File: src/rtl/irda_evt_irq.sv
module irda_evt_irq #(
  parameter int AW = 3
) (
  input  logic          clk,
  input  logic          rst_n,
  input  logic [AW-1:0] addr,
  input  logic          wr_en,
  input  logic [15:0]   wr_data,
  output logic [15:0]   rd_data,
  input  logic [4:0]    sir_evt,
  input  logic [4:0]    mf_evt,
  input  logic          fifo_rx_req,
  output logic          irq
);
  localparam logic [15:0] EVT_BITS  = 16'h8B80;
  localparam logic [15:0] MODE_BITS = 16'hC111;
  localparam logic [15:0] MODE_RST  = 16'h0111;
  localparam logic [AW-1:0] A_MODE = AW'(0);
  localparam logic [AW-1:0] A_SST  = AW'(1);
  localparam logic [AW-1:0] A_SMSK = AW'(2);
  localparam logic [AW-1:0] A_SCLR = AW'(3);
  localparam logic [AW-1:0] A_FST  = AW'(4);
  localparam logic [AW-1:0] A_FMSK = AW'(5);
  localparam logic [AW-1:0] A_FCLR = AW'(6);

  function automatic logic [15:0] spread(input logic [4:0] e);
    return {e[4], 3'b000, e[3], 1'b0, e[2], e[1], e[0], 7'b0000000};
  endfunction

  logic [15:0] mode_q, sir_stat, sir_mask, mf_stat, mf_mask;
  logic [15:0] sir_set, mf_set, sir_clr, mf_clr;
  logic        sir_req, mf_req, fifo_req, irq_q;

  assign sir_set = spread(sir_evt);
  assign mf_set  = spread(mf_evt);
  assign sir_clr = (wr_en && addr == A_SCLR) ? (wr_data & EVT_BITS) : 16'h0000;
  assign mf_clr  = (wr_en && addr == A_FCLR) ? (wr_data & EVT_BITS) : 16'h0000;

  always_ff @(posedge clk) begin
    if (!rst_n) begin
      mode_q   <= MODE_RST;
      sir_stat <= 16'h0000;
      mf_stat  <= 16'h0000;
      sir_mask <= EVT_BITS;
      mf_mask  <= EVT_BITS;
    end else begin
      sir_stat <= (sir_stat & ~sir_clr) | sir_set;
      mf_stat  <= (mf_stat & ~mf_clr) | mf_set;
      if (wr_en && addr == A_MODE) mode_q   <= wr_data & MODE_BITS;
      if (wr_en && addr == A_SMSK) sir_mask <= wr_data & EVT_BITS;
      if (wr_en && addr == A_FMSK) mf_mask  <= wr_data & EVT_BITS;
    end
  end

  assign sir_req  = (|(sir_stat & ~sir_mask)) & ~mode_q[0];
  assign mf_req   = (|(mf_stat & ~mf_mask)) & ~mode_q[4];
  assign fifo_req = fifo_rx_req & ~mode_q[8];

  always_ff @(posedge clk) begin
    if (!rst_n) irq_q <= 1'b0;
    else        irq_q <= sir_req | mf_req | fifo_req;
  end
  assign irq = irq_q;

  always_comb begin
    case (addr)
      A_MODE:  rd_data = mode_q;
      A_SST:   rd_data = sir_stat;
      A_SMSK:  rd_data = sir_mask;
      A_FST:   rd_data = mf_stat;
      A_FMSK:  rd_data = mf_mask;
      default: rd_data = 16'h0000;
    endcase
  end
endmodule

File: config.mk
export PLATFORM = sky130hd
export DESIGN_NAME = irda_evt_irq
export DESIGN_NICKNAME = d
export VERILOG_FILES = /design/src/rtl/irda_evt_irq.sv
export SDC_FILE = /design/constraint.sdc
export NUM_CORES = 1
export LEC_CHECK = 0
export ABC_CLOCK_PERIOD_IN_PS = 1400
export BUFFER_PORTS_ARGS = -buffer_cell sky130_fd_sc_hd__buf_2
export CORE_AREA = 2 2 55 57
export CTS_BUF_LIST = sky130_fd_sc_hd__clkbuf_4
export CTS_CLUSTER_DIAMETER = 30
export DETAILED_ROUTE_END_ITERATION = 12
export DIE_AREA = 0 0 57 59
export HOLD_SLACK_MARGIN = 0.15
export PLACE_DENSITY = 0.85
export SETUP_SLACK_MARGIN = 0.05
export SYNTH_ARGS = -nofsm -noshare
export SYNTH_HDL_FRONTEND = slang
export SYNTH_SLANG_ARGS = --single-unit
File: constraint.sdc
create_clock -name clk -period 1.4 [get_ports clk]
set_clock_uncertainty 0.05 [all_clocks]
set_input_delay 0.07 -clock clk [delete_from_list [all_inputs] [get_ports clk]]
set_output_delay 0.07 -clock clk [all_outputs]
set_load 0.05 [all_outputs]
Yosys cells after proc, flatten, opt, wreduce, memory -nomap -nowiden --
Index checks and enable logic that the tools add are counted.
Cells by class: $add $sub $neg 0, multiply operators 0, divide/modulo/power cells 0, order comparisons 0, equal/unequal tests 6, shift-type cells 0, multiplexer cells 3, bitwise logic cells 18, reduce and logical (&&, ||, !) cells 8
Operators with widths (number):
- $pmux 16 s5 | 1
- $and 16x16->16 | 4
- $not 16->16 | 4
- $mux 16 | 2
- $or 16x16->16 | 2
- $reduce_or 16->1 | 2
- $eq 3x3->1 const B | 3
- $eq 3x2->1 const B | 2
- $logic_and 1x1->1 | 5
- $and 1x1->1 | 3
- $eq 3x1->1 const B | 1
- $logic_not 3->1 | 1
- $not 1->1 | 3
- $or 1x1->1 | 2
Storage, ports and cells: bits in registers 48, latch bits 0, RAM bits 0, ROM bits 0, input bits 33, output and inout bits 17, word-level logic and storage cells 41, memories kept 0

Longest topological paths before layout --
Gate-level depths: netlist of run 1.
depth in word-level cells 6, depth in mapped cells 5, depth with buffers taken out 4

Worst setup path before layout of run 1 --
OpenSTA, ideal clock, no wires.
path type reg2out, start register mf_stat[15], end output port rd_data[15], data arrival time 1.651 ns, data required time 1.280 ns, path slack -0.371 ns, cell stages (with the launch flop) 4, path buffers 0, path through dfxtp_1 -> mux4_2 -> inv_1 -> o21ai_0
Between the ends: cells in the longest elaborated chain, start to end 1
Ends and longest elaborated chain:
- start, declared | RTL line 30 | logic [15:0] mode_q, sir_stat, sir_mask, mf_stat, mf_mask;
- start signal, assigned | RTL line 48 | mf_stat <= (mf_stat & ~mf_clr) | mf_set;
- $pmux 16 s5 | RTL line 66 | case (addr)
- end, declared | RTL line 9 | output logic [15:0] rd_data,
Every way passes these cells.

Worst setup path in the final report of run 1 --
start register sir_stat[15], end output port rd_data[15]
Between the ends: cells in the longest elaborated chain, start to end 1
Ends and longest elaborated chain:
- start, declared | RTL line 30
- start signal, assigned | RTL line 47 | sir_stat <= (sir_stat & ~sir_clr) | sir_set;
- $pmux 16 s5 | RTL line 66
Every way passes these cells.

==> qor.yml, run 1 <==
reg2reg_depth: 5
antenna_cells: 0
synth.avg_cell_area_sq_um: 9.101
synth.area.mux_share_pct: 12.71
gr-total-overflow: 0
r2r-end: "irq"
pwr-share-comb_pct: 27.6
wl_um: 4105
die_area_sq_um: 3363
ys_ff_latch: 26
fill_cells: 182
period_minus_slack_ns: 1.537
slew_headroom_pct: 52.05
cp.arrival_ns: 1.42
coreArea_sq_um: 2710
clkSinkCount: 26
fin_nets: 244
syn2layout_area_growth_pct: 42.28
grt_pass1_vias: 1363
synth_top_family_by_area: "compound AO/OA/AOI/OAI gates"
dr.pass1.iters: 4
synth_adder_area_share_pct: 0
synth_compound_area_share_pct: 20.81
slowest_stage: "mux4_2"
required_ns: 1.28
dp_cells: 205
power_leakage_nw: 0.8355
gp_congestion: 0.8480
final_cell_area_sq_um: 1891
worst_setup_path_start_kind: "register"
max_freq_mhz: 650.7
utilization_pct: 69.76
drive_gt1_share_pct: 38.10
worstSetupStartpoint: "sir_stat[15]"
h-tree-depth: 1
ir_worst_vdd_mv: 0.9824
numCtsBuffers: 3
clk_pin_slew_ns: 0.16
yosys.area_share.simple_pct: 17.89
violations: "setup timing"
status: "complete, but fails checks"
synthXorXnorAreaFrac_pct: 0
ff2ff_setup_slack_ns: -0.04
synth_cells: 146
criticalPathCategory: "register to output port"
switchingPower_uw: 511.1
die_height_um: 59
ioPinCount: 50
clockPowerShare_pct: 21.9
endpoint: "rd_data[15]"
timing.rr.start: "mf_mask[7]"
cts_max_path_buffers: 2
vias_per_cell: 5.676
p_sw_share_pct: 32.35
io_buffer_count: 33
hold_start: "wr_en"
vias: 1368
end_kind: "output port"
min_period_over_period_pct: 109.8
fin_cells: 241
internal_power_mw: 1.069
ys_seq_area_share_pct: 39.17
clk_latency_ns: 0.34
cts-root-buf: "clkbuf_4"
p_total_mw: 1.580
post_drt_wl_per_cell_um: 17.03
rsz0062_at_grt: "yes"
post_dp_cell_area_sq_um: 1486
drcViolationCount: 0
synthArstFlopShare_pct: 0
grt_max_degree: 24
start_util_pct: 49.03
cp_cell_sequence: "mux4_2 > inv_2 > o21ai_2 > buf_6"
ant_nets: 0
dp_hpwl_um: 2208
die_w_um: 57
synth_flop_cell: "dfxtp_1"
cap_violations: 0
hold_viol: 0
hold_path_class: "input port to register"
cts_tree: "done"
yosys_warnings: 0
worst-path-max-fanout: 2
setup-violations-final: 6
drv_slew: 0
setup_slack_ns: -0.1368
synth_edf_count: 0
tightest_slew_ns: 0.7169
rows: 19
grt.total_usage_pct: 24.19
max_stage_delay_ns: 0.46
pwr-share-seq_pct: 50.5
antenna_found_initial: 0
synth_cell_types: 30
first_iter_violations: 95
syn_area_sq_um: 1329
cellPowerDensity_nw_per_um2: 835.7
grt_pass1_wl_um: 6285
==> synth_stat cells (2+ instances only) <==
master,number,area share (%)
and2_1,3,1.4
dfxtp_1,26,39
o21ai_0,7,2.6
a31oi_1,2,0.94
a222oi_1,2,1.5
buf_4,10,5.6
nor2b_1,4,1.9
nand3_1,2,0.75
inv_1,8,2.3
nand2_1,21,5.9
o21a_1,10,5.6
nor2_1,3,0.85
clkbuf_1,2,0.57
mux2_2,3,2.5
a21boi_0,10,5.6
mux2i_1,9,6.8
nor2_2,2,0.94
mux4_2,2,3.4
a22oi_1,3,1.7
nand2b_1,5,2.4
o211ai_1,3,1.7
==> critical path: cells and delay by family, from the launching register on <==
kind / cells / cell delay (ns)
multiplexers: 1 / 0.46
AO/OA/AOI/OAI: 1 / 0.05
buffers and inverters: 2 / 0.21
flip-flops: 1 / 0.36
==> registers in the layout, summed over array words and instances (netlist names) <==
name,cells
irq,1
mf_stat,5
mode_q,5
sir_stat,5
mf_mask,5
sir_mask,5
==> metrics by stage <==
step                      hold slack (ns)  setup slack [ns]  setup TNS (ns)
after floorplan                    0.1439          0.007940               0
after global placement             0.2265           0.08447               0
after detailed placement           0.2350           0.08668               0
after CTS                          0.1882           -0.1174         -0.3376
after global routing               0.2283           -0.1752         -0.7425
final                              0.2146           -0.1368         -0.5494
==> cell type report <==
type | instances | area [sq um] | share of cell area [%]
inverter | 8 | 30.03 | 1.588
tap | 31 | 38.79 | 2.052
multi-input combinational | 105 | 747.0 | 39.51
timing repair buffer | 67 | 510.5 | 27.00
sequential | 26 | 538.0 | 28.46
clock buffer | 3 | 22.52 | 1.191
clock inverter | 1 | 3.754 | 0.1985
==> worst min-delay path by stage <==
| stage | to | slack [ns] | depth (start not counted) |
|---|---|---|---|
| global placement | mf_stat[9] | 0.23 | 2 |
| detailed placement | mf_stat[15] | 0.23 | 2 |
| finish | sir_mask[11] | 0.21 | 5 |
| global route | sir_mask[11] | 0.23 | 5 |
| CTS | sir_mask[11] | 0.19 | 5 |
| floorplan | mf_stat[11] | 0.14 | 1 |
==> power groups by stage <==
| stage | sequential, mW | combinational (mW) | clock [mW] |
|---|---|---|---|
| finish | 0.798 | 0.436 | 0.346 |
| global route | 0.801 | 0.458 | 0.361 |
| CTS | 0.794 | 0.410 | 0.330 |
| detailed placement | 0.810 | 0.315 | 0 |
| global placement | 0.809 | 0.308 | 0 |
| floorplan | 0.803 | 0.253 | 0 |
==> what timing repair did <==
action	in CTS	in global routing
buffers inserted	7	3
hold endpoints to repair	26	17
hold buffers	22	2
pin swaps	1	9
resized for setup	22	13
endpoints found under the setup margin	5	9
==> cells in the final DEF (no fill, tap or decap), drive strengths merged, types with 5 or more instances in the layout <==
cell type	synthesis	layout
buf	12	45
dfxtp	26	26
dlygate4sd3	0	22
nand2	21	21
a21boi	10	10
o21a	10	10
mux2i	9	9
conb	1	8
inv	8	8
o21ai	8	8
nand2b	6	6
nor2	5	5
==> kinds of logic (layout without fill, tap and decap cells) <==
group / Yosys count / in the layout
DFF: 26 / 26
and+or+nand+nor: 44 / 44
AOI/OAI and AO/OA: 39 / 39
other: 1 / 8
buffers and inverters: 22 / 79
muxes: 14 / 14
==> layer usage <==
metal | track usage, % | vias to the layer above | share of wire [%]
met5 | 0 | - | 0
met1 | 29.00 | 631 | 40
li1 | - | 621 | -
met3 | 3.712 | 19 | 7.6
met2 | 42.36 | 97 | 49
met4 | 11.96 | 0 | 3.6
Note: power is estimated with default switching activity, not from simulation.
==> run 2: changes to the inputs <==
BUFFER_PORTS_ARGS = default   (was -buffer_cell sky130_fd_sc_hd__buf_2)
CORE_AREA = 2 2 53 55   (was 2 2 55 57)
DIE_AREA = 0 0 55 57   (was 0 0 57 59)
DONT_BUFFER_PORTS = 1   (was default)
PLACE_DENSITY = 0.73   (was 0.85)
==> run 2 against run 1 <==
Wire length shrank 19%. Largest cell class unchanged. Critical path depth is the same. Sequential power about the same. Via count is 13% lower. Setup slack improved by 0.0069 ns. Final cell count shrank 10%. Combinational power shrank 14%. Count of clock-buffer cells in the layout unchanged. Core utilization rose by 0.53 points. First-iteration DRC count shrank 53%. Power increased by 6.5%. The flow still finishes with violations (setup timing). Register-to-register slack gained 0.08 ns.
==> qor.yml, run 2 (synthesis gave the netlist of run 1 again) <==
status: "complete, but fails checks"  # unchanged
violations: "setup timing"  # unchanged
cellPowerDensity_nw_per_um2: 915.4  # was 835.7 nW/um^2
coreArea_sq_um: 2615  # was 2710 sq um
clk_pin_slew_ns: 0.13  # was 0.16 ns
setup-violations-final: 5  # was 6
ff2ff_setup_slack_ns: 0.04  # was -0.04 ns
finalSetupTns_ns: -0.3162  # was -0.5494 ns
ioPinCount: 50  # unchanged
dr.pass1.iters: 4  # unchanged
regArea_sq_um: 535.5  # was 538.0 sq um
worstSetupStartpoint: "mf_stat[15]"  # was sir_stat[15]
drcViolationCount: 0  # unchanged
tightest_slew_ns: 0.9280  # was 0.7169 ns
clk_latency_ns: 0.32  # was 0.34 ns
grt.total_usage_pct: 24.57  # was 24.19%
r2r-end: "irq"  # unchanged
multi_input_area_sq_um: 752.0  # was 747.0 sq um
grt_pass1_vias: 1236  # was 1,363
min_period_over_period_pct: 109.3  # was 109.8%
antenna_found_initial: 0  # unchanged
most-common-layout-cells: "29 x dlygate4sd3_1, 21 x nand2_1, 14 x dfxtp_1, 12 x dfxtp_2"  # was 28 x buf_2, 22 x dlygate4sd3_1, 21 x nand2_1, 14 x dfxtp_2, 12 x dfxtp_1
end_kind: "output port"  # unchanged
utilization_pct: 70.29  # was 69.76%
period_minus_slack_ns: 1.530  # was 1.537 ns
cap_violations: 0  # unchanged
die_w_um: 55  # was 57 um
timing.rr.start: "sir_mask[9]"  # was mf_mask[7]
final_cell_area_sq_um: 1838  # was 1891 sq um
fill_cells: 202  # was 182
hold_path_class: "input port to register"  # unchanged
power_leakage_nw: 0.7920  # was 0.8355 nW
die_area_sq_um: 3135  # was 3363 sq um
cts_tree: "done"  # unchanged
fin_nets: 220  # was 244
grt_max_degree: 27  # was 24
vias_per_cell: 5.465  # was 5.676
gp_congestion: 0.8302  # was 0.8480
start_util_pct: 50.81  # was 49.03%
cp.arrival_ns: 1.41  # was 1.42 ns
clkSinkCount: 26  # unchanged
antenna_cells: 0  # unchanged
worst_setup_path_start_kind: "register"  # unchanged
criticalPathCategory: "register to output port"  # unchanged
drv_slew: 0  # unchanged
ir_worst_vdd_mv: 0.7210  # was 0.9824 mV
gr-total-overflow: 0  # unchanged
reg2reg_depth: 4  # was 5
numCtsBuffers: 3  # unchanged
setup_slack_ns: -0.1300  # was -0.1368 ns
max_freq_mhz: 653.6  # was 650.7 MHz
dp_hpwl_um: 2029  # was 2208 um
slew_headroom_pct: 38.13  # was 52.05%
whs_ns: 0.1396  # was 0.2146 ns
hold_viol: 0  # unchanged
required_ns: 1.28  # about the same
rsz0062_at_grt: "yes"  # unchanged
vias: 1186  # was 1,368
p_total_mw: 1.683  # was 1.580 mW
cts-root-buf: "clkbuf_4"  # unchanged
post_drt_wl_per_cell_um: 15.23  # was 17.03 um
ant_nets: 0  # unchanged
first_iter_violations: 45  # was 95
final_common_cell: "dlygate4sd3_1"  # was buf_2
die_height_um: 57  # was 59 um
cts_max_path_buffers: 2  # unchanged
grt_pass1_wl_um: 5595  # was 6285 um
drive_gt1_share_pct: 25.27  # was 38.10%
syn2layout_area_growth_pct: 38.32  # was 42.28%
h-tree-depth: 1  # unchanged
endpoint: "rd_data[15]"  # unchanged
post_dp_cell_area_sq_um: 1344  # was 1486 sq um
worst-path-max-fanout: 3  # was 2
wl_um: 3305  # was 4105 um
rows: 19  # unchanged
io_buffer_count: 0  # was 33
[run 2: per-stage QoR]
step	instances	worst slack [ns]
after floorplan	153	0.007940
after global placement	175	0.1013
after detailed placement	175	0.08376
after CTS	218	-0.1252
after global routing	217	-0.1842
final	217	-0.1300
[run 2: worst max-delay path: stages, from the launching register on]
cell and delay, ns:
dfxtp_1 0.35, mux4_2 0.47, inv_2 0.07, o21ai_2 0.05, buf_6 0.15
[run 2: layout make-up]
cell class / count / area share (%)
clock buffers: 3 / 1.225
clock inverters: 1 / 1.634
inverters: 8 / 1.634
multi-input cells: 105 / 40.91
flip-flops and latches: 26 / 29.14
well taps: 31 / 2.110
repair buffers: 43 / 23.35
[run 2: metal layers]
metal	vias to the layer above	share of wire [%]	track usage, %
met5	-	0	0
met4	0	1.5	5.923
met3	7	7.6	6.283
met2	52	51	42.01
met1	554	40	30.30
li1	573	-	-
[run 2: what timing repair did]
action / CTS / global route
pin swaps: 3 / 7
endpoints found under the setup margin: 6 / 15
hold buffers: 33 / 2
setup buffers: 6 / 2
hold endpoints to repair: 26 / 3
resized for setup: 23 / 9
[run 2: worst min path at each step]
| stage | startpoint | endpoint | slack, ns | cells after the start |
|---|---|---|---|---|
| finish | wr_data[8] | sir_mask[8] | 0.14 | 3 |
| global route | wr_en | sir_stat[11] | 0.17 | 4 |
| CTS | addr[2] | mf_stat[7] | 0.15 | 4 |
| detailed placement | rst_n | mf_mask[15] | 0.09 | 1 |
| global placement | rst_n | mf_mask[7] | 0.08 | 1 |
| floorplan | mf_evt[3] | mf_stat[11] | 0.14 | 1 |
[run 2: power by group]
| group | internal, mW | leakage (nW) | total [mW] | switching, mW |
|---|---|---|---|---|
| registers | 0.775 | 0.212 | 0.797 | 0.0226 |
| logic | 0.171 | 0.552 | 0.377 | 0.205 |
| clock network | 0.290 | 0.0279 | 0.508 | 0.219 |
==> run 3: changes to the inputs <==
ABC_AREA = 1   (was default)
CORE_AREA = 2 2 52 54   (was 2 2 53 55)
DIE_AREA = 0 0 54 56   (was 0 0 55 57)
PLACE_DENSITY = 0.75   (was 0.73)
==> run 3 against run 2 <==
The run now ends clean. Synthesized area shrank 1.3%. Maximum frequency rose by 16%. Combinational power fell by 3%. Global-route usage increased by 2.9 points. Wire length up 25%. Largest cell class unchanged.
==> qor.yml, run 3 <==
gr-total-overflow: 0  # unchanged
pwr-share-seq_pct: 53.5  # was 47.4%
coreArea_sq_um: 2432  # was 2615 sq um
p_total_mw: 1.507  # was 1.683 mW
drv_slew: 0  # unchanged
gp_congestion: 0.9891  # was 0.8302
ir_worst_vdd_mv: 0.7764  # was 0.7210 mV
fill_cells: 168  # was 202
min_period_over_period_pct: 94.34  # was 109.3%
dpl_worst_slack_ns: 0.3362  # was 0.08376 ns
fin_cells: 259  # was 217
final_common_cell: "inv_1"  # was dlygate4sd3_1
grt_max_degree: 15  # was 27
vias: 1468  # was 1,186
period_minus_slack_ns: 1.321  # was 1.530 ns
start_util_pct: 53.91  # was 50.81%
setup-violations-final: 0  # was 5
synth_flop_cell: "dfxtp_1"  # unchanged
synthArstFlopShare_pct: 0  # unchanged
route.met2.wl_um: 1932  # was 1677 um
hold_path_class: "input port to register"  # unchanged
max_freq_mhz: 757.2  # was 653.6 MHz
ys_ff_latch: 26  # unchanged
pwr-share-comb_pct: 24.3  # was 22.4%
clk_pin_slew_ns: 0.14  # was 0.13 ns
synth_top_cells_by_count: "39 x inv_1, 34 x nand2_1, 26 x dfxtp_1"  # was 26 x dfxtp_1, 21 x nand2_1, 10 x a21boi_0, 10 x buf_4, 10 x o21a_1
clockPowerShare_pct: 22.1  # was 30.2%
antenna_found_initial: 0  # unchanged
whs_ns: 0.2810  # was 0.1396 ns
io_buffer_count: 0  # unchanged
switchingPower_uw: 493.7  # was 446.9 uW
first_iter_violations: 94  # was 45
numCtsBuffers: 3  # unchanged
worst-path-max-fanout: 3  # unchanged
yosys_warnings: 0  # unchanged
clk_latency_ns: 0.34  # was 0.32 ns
cellPowerDensity_nw_per_um2: 845.7  # was 915.4 nW/um^2
dr.pass1.iters: 4  # unchanged
die_w_um: 54  # was 55 um
met1_length_um: 1483  # was 1325 um
regArea_sq_um: 528.0  # was 535.5 sq um
slew_headroom_pct: 62.80  # was 38.13%
syn_area_sq_um: 1311  # was 1329 sq um
vias_per_cell: 5.668  # was 5.465
ioPinCount: 50  # unchanged
die_height_um: 56  # was 57 um
yosysMostFrequentCell: "inv_1"  # was dfxtp_1
synth.avg_cell_area_sq_um: 7.012  # was 9.101 sq um
power_leakage_nw: 0.8923  # was 0.7920 nW
end_kind: "output port"  # unchanged
h-tree-depth: 1  # unchanged
ys_seq_area_share_pct: 39.69  # was 39.17%
tightest_slew_ns: 0.5580  # was 0.9280 ns
drcViolationCount: 0  # unchanged
cts_max_path_buffers: 2  # unchanged
die_area_sq_um: 3024  # was 3135 sq um
ant_nets: 0  # unchanged
post_drt_wl_per_cell_um: 15.90  # was 15.23 um
synth_top_area_share_pct: 39.69  # was 39.17%
rsz0062_at_grt: "yes"  # unchanged
clkSinkCount: 26  # unchanged
wl_met3_um: 468  # was 252 um
drive_gt1_share_pct: 17.90  # was 25.27%
cap_violations: 0  # unchanged
maxUsedRoutingLayer: "met4"  # unchanged
synth_cell_types: 25  # was 30
cts_tree: "done"  # unchanged
antenna_cells: 0  # unchanged
p_sw_share_pct: 32.77  # was 26.56%
fin_nets: 263  # was 220
dp_hpwl_um: 2338  # was 2029 um
grt_pass1_wl_um: 6092  # was 5595 um
status: "completed"  # was complete, but fails checks
dp_cells: 221  # was 175
worst_setup_path_start_kind: "register"  # unchanged
rows: 18  # was 19
synth_edf_count: 0  # unchanged
synth_cells: 187  # was 146
setup_slack_ns: 0.07931  # was -0.1300 ns
required_ns: 1.28  # about the same
hold_viol: 0  # unchanged
syn2layout_area_growth_pct: 35.88  # was 38.32%
synth_top_area_cell: "dfxtp_1"  # unchanged
yosys-top-cells-area: "dfxtp_1 40%, inv_1 11%, nand2_1 9.7%, o21ai_0 7.3%, a21oi_1 5.7%"  # was dfxtp_1 39%, mux2i_1 6.8%, nand2_1 5.9%, a21boi_0 5.6%, buf_4 5.6%
cp.arrival_ns: 1.20  # was 1.41 ns
internal_power_mw: 1.013  # was 1.236 mW
multi_input_area_sq_um: 614.3  # was 752.0 sq um
cts-root-buf: "clkbuf_4"  # unchanged
wl_um: 4118  # was 3305 um
grt.total_usage_pct: 27.49  # was 24.57%
most-common-layout-cells: "34 x inv_1, 33 x nand2_1, 32 x dlygate4sd3_1, 20 x dfxtp_1, 18 x o21ai_0"  # was 29 x dlygate4sd3_1, 21 x nand2_1, 14 x dfxtp_1, 12 x dfxtp_2
criticalPathCategory: "register to output port"  # unchanged
finalSetupTns_ns: 0  # was -0.3162 ns
grt_pass1_vias: 1397  # was 1,236
## run 3: cell count changes in the layout (fill, tap and decap cells not counted), moves of 6 or more
| cell | before | now |
|---|---|---|
| dfxtp_1 | 14 | 20 |
| inv_2 | 2 | 8 |
| o21a_1 | 10 | 0 |
| a21oi_1 | 0 | 15 |
| o21ai_0 | 2 | 18 |
| nand2_1 | 21 | 33 |
| mux2i_1 | 9 | 0 |
| a21boi_0 | 10 | 0 |
| inv_1 | 6 | 34 |
| o211ai_1 | 3 | 9 |
| dfxtp_2 | 12 | 6 |
## run 3: routing by layer
layer	track usage [%]	up-vias
met2	43.21	113
met1	31.67	655
li1	-	672
met5	0	-
met4	18.57	0
met3	6.720	28
## run 3: kinds of logic (layout without fill, tap and decap cells)
family	count (synthesis)	after routing	share of synthesized area, %
AND/OR/NAND/NOR	54	54	18.70
AO/OA/AOI/OAI	52	52	23.38
buffers and inverters	54	89	17.94
other	1	8	0.2860
flip-flops	26	26	39.69
## run 3: what timing repair did
item,CTS,global route
hold endpoints to repair,26,0
endpoints found under the setup margin,2,9
buffers inserted,0,1
hold buffers,33,0
resized for setup,3,20
pin swaps,1,4
## run 3: critical path, cell delays in order (launching register included)
cell     delay, ns
dfxtp_2       0.38
inv_2         0.04
o22ai_2       0.10
nor2_1        0.07
o21ai_1       0.10
buf_6         0.18
## run 3: final timing paths
kind         slack [ns]  cells past startpoint     endpoint         from
max                0.08                      5   rd_data[8]   mf_stat[8]
min                0.28                      5  sir_stat[9]      addr[1]
max reg2reg        0.13                      3  sir_mask[9]  sir_mask[9]
min reg2reg        0.45                      2  mf_stat[11]  mf_stat[11]
## run 3: final cells by class
cell class | instances | share of cell area (%)
clock buffers | 3 | 1.264
multi-input cells | 114 | 34.48
repair buffers | 41 | 22.68
flip-flops and latches | 26 | 29.63
well taps | 30 | 2.107
inverters | 44 | 9.621
clock inverters | 1 | 0.2107
## run 3: power by group through the flow
stage,clock network (mW),logic (mW),registers [mW]
floorplan,0,0.237,0.809
global placement,0,0.255,0.815
finish,0.333,0.367,0.807
detailed placement,0,0.261,0.817
CTS,0.334,0.334,0.801
global route,0.388,0.390,0.811
## run 3: per-stage QoR
step,util [%],cell area (sq um)
2_1_floorplan,-,1338
3_3_place_gp,55.92,1360
3_5_place_dp,55.92,1360
4_1_cts,70.83,1723
5_1_grt,73.25,1782
6_report,73.25,1782
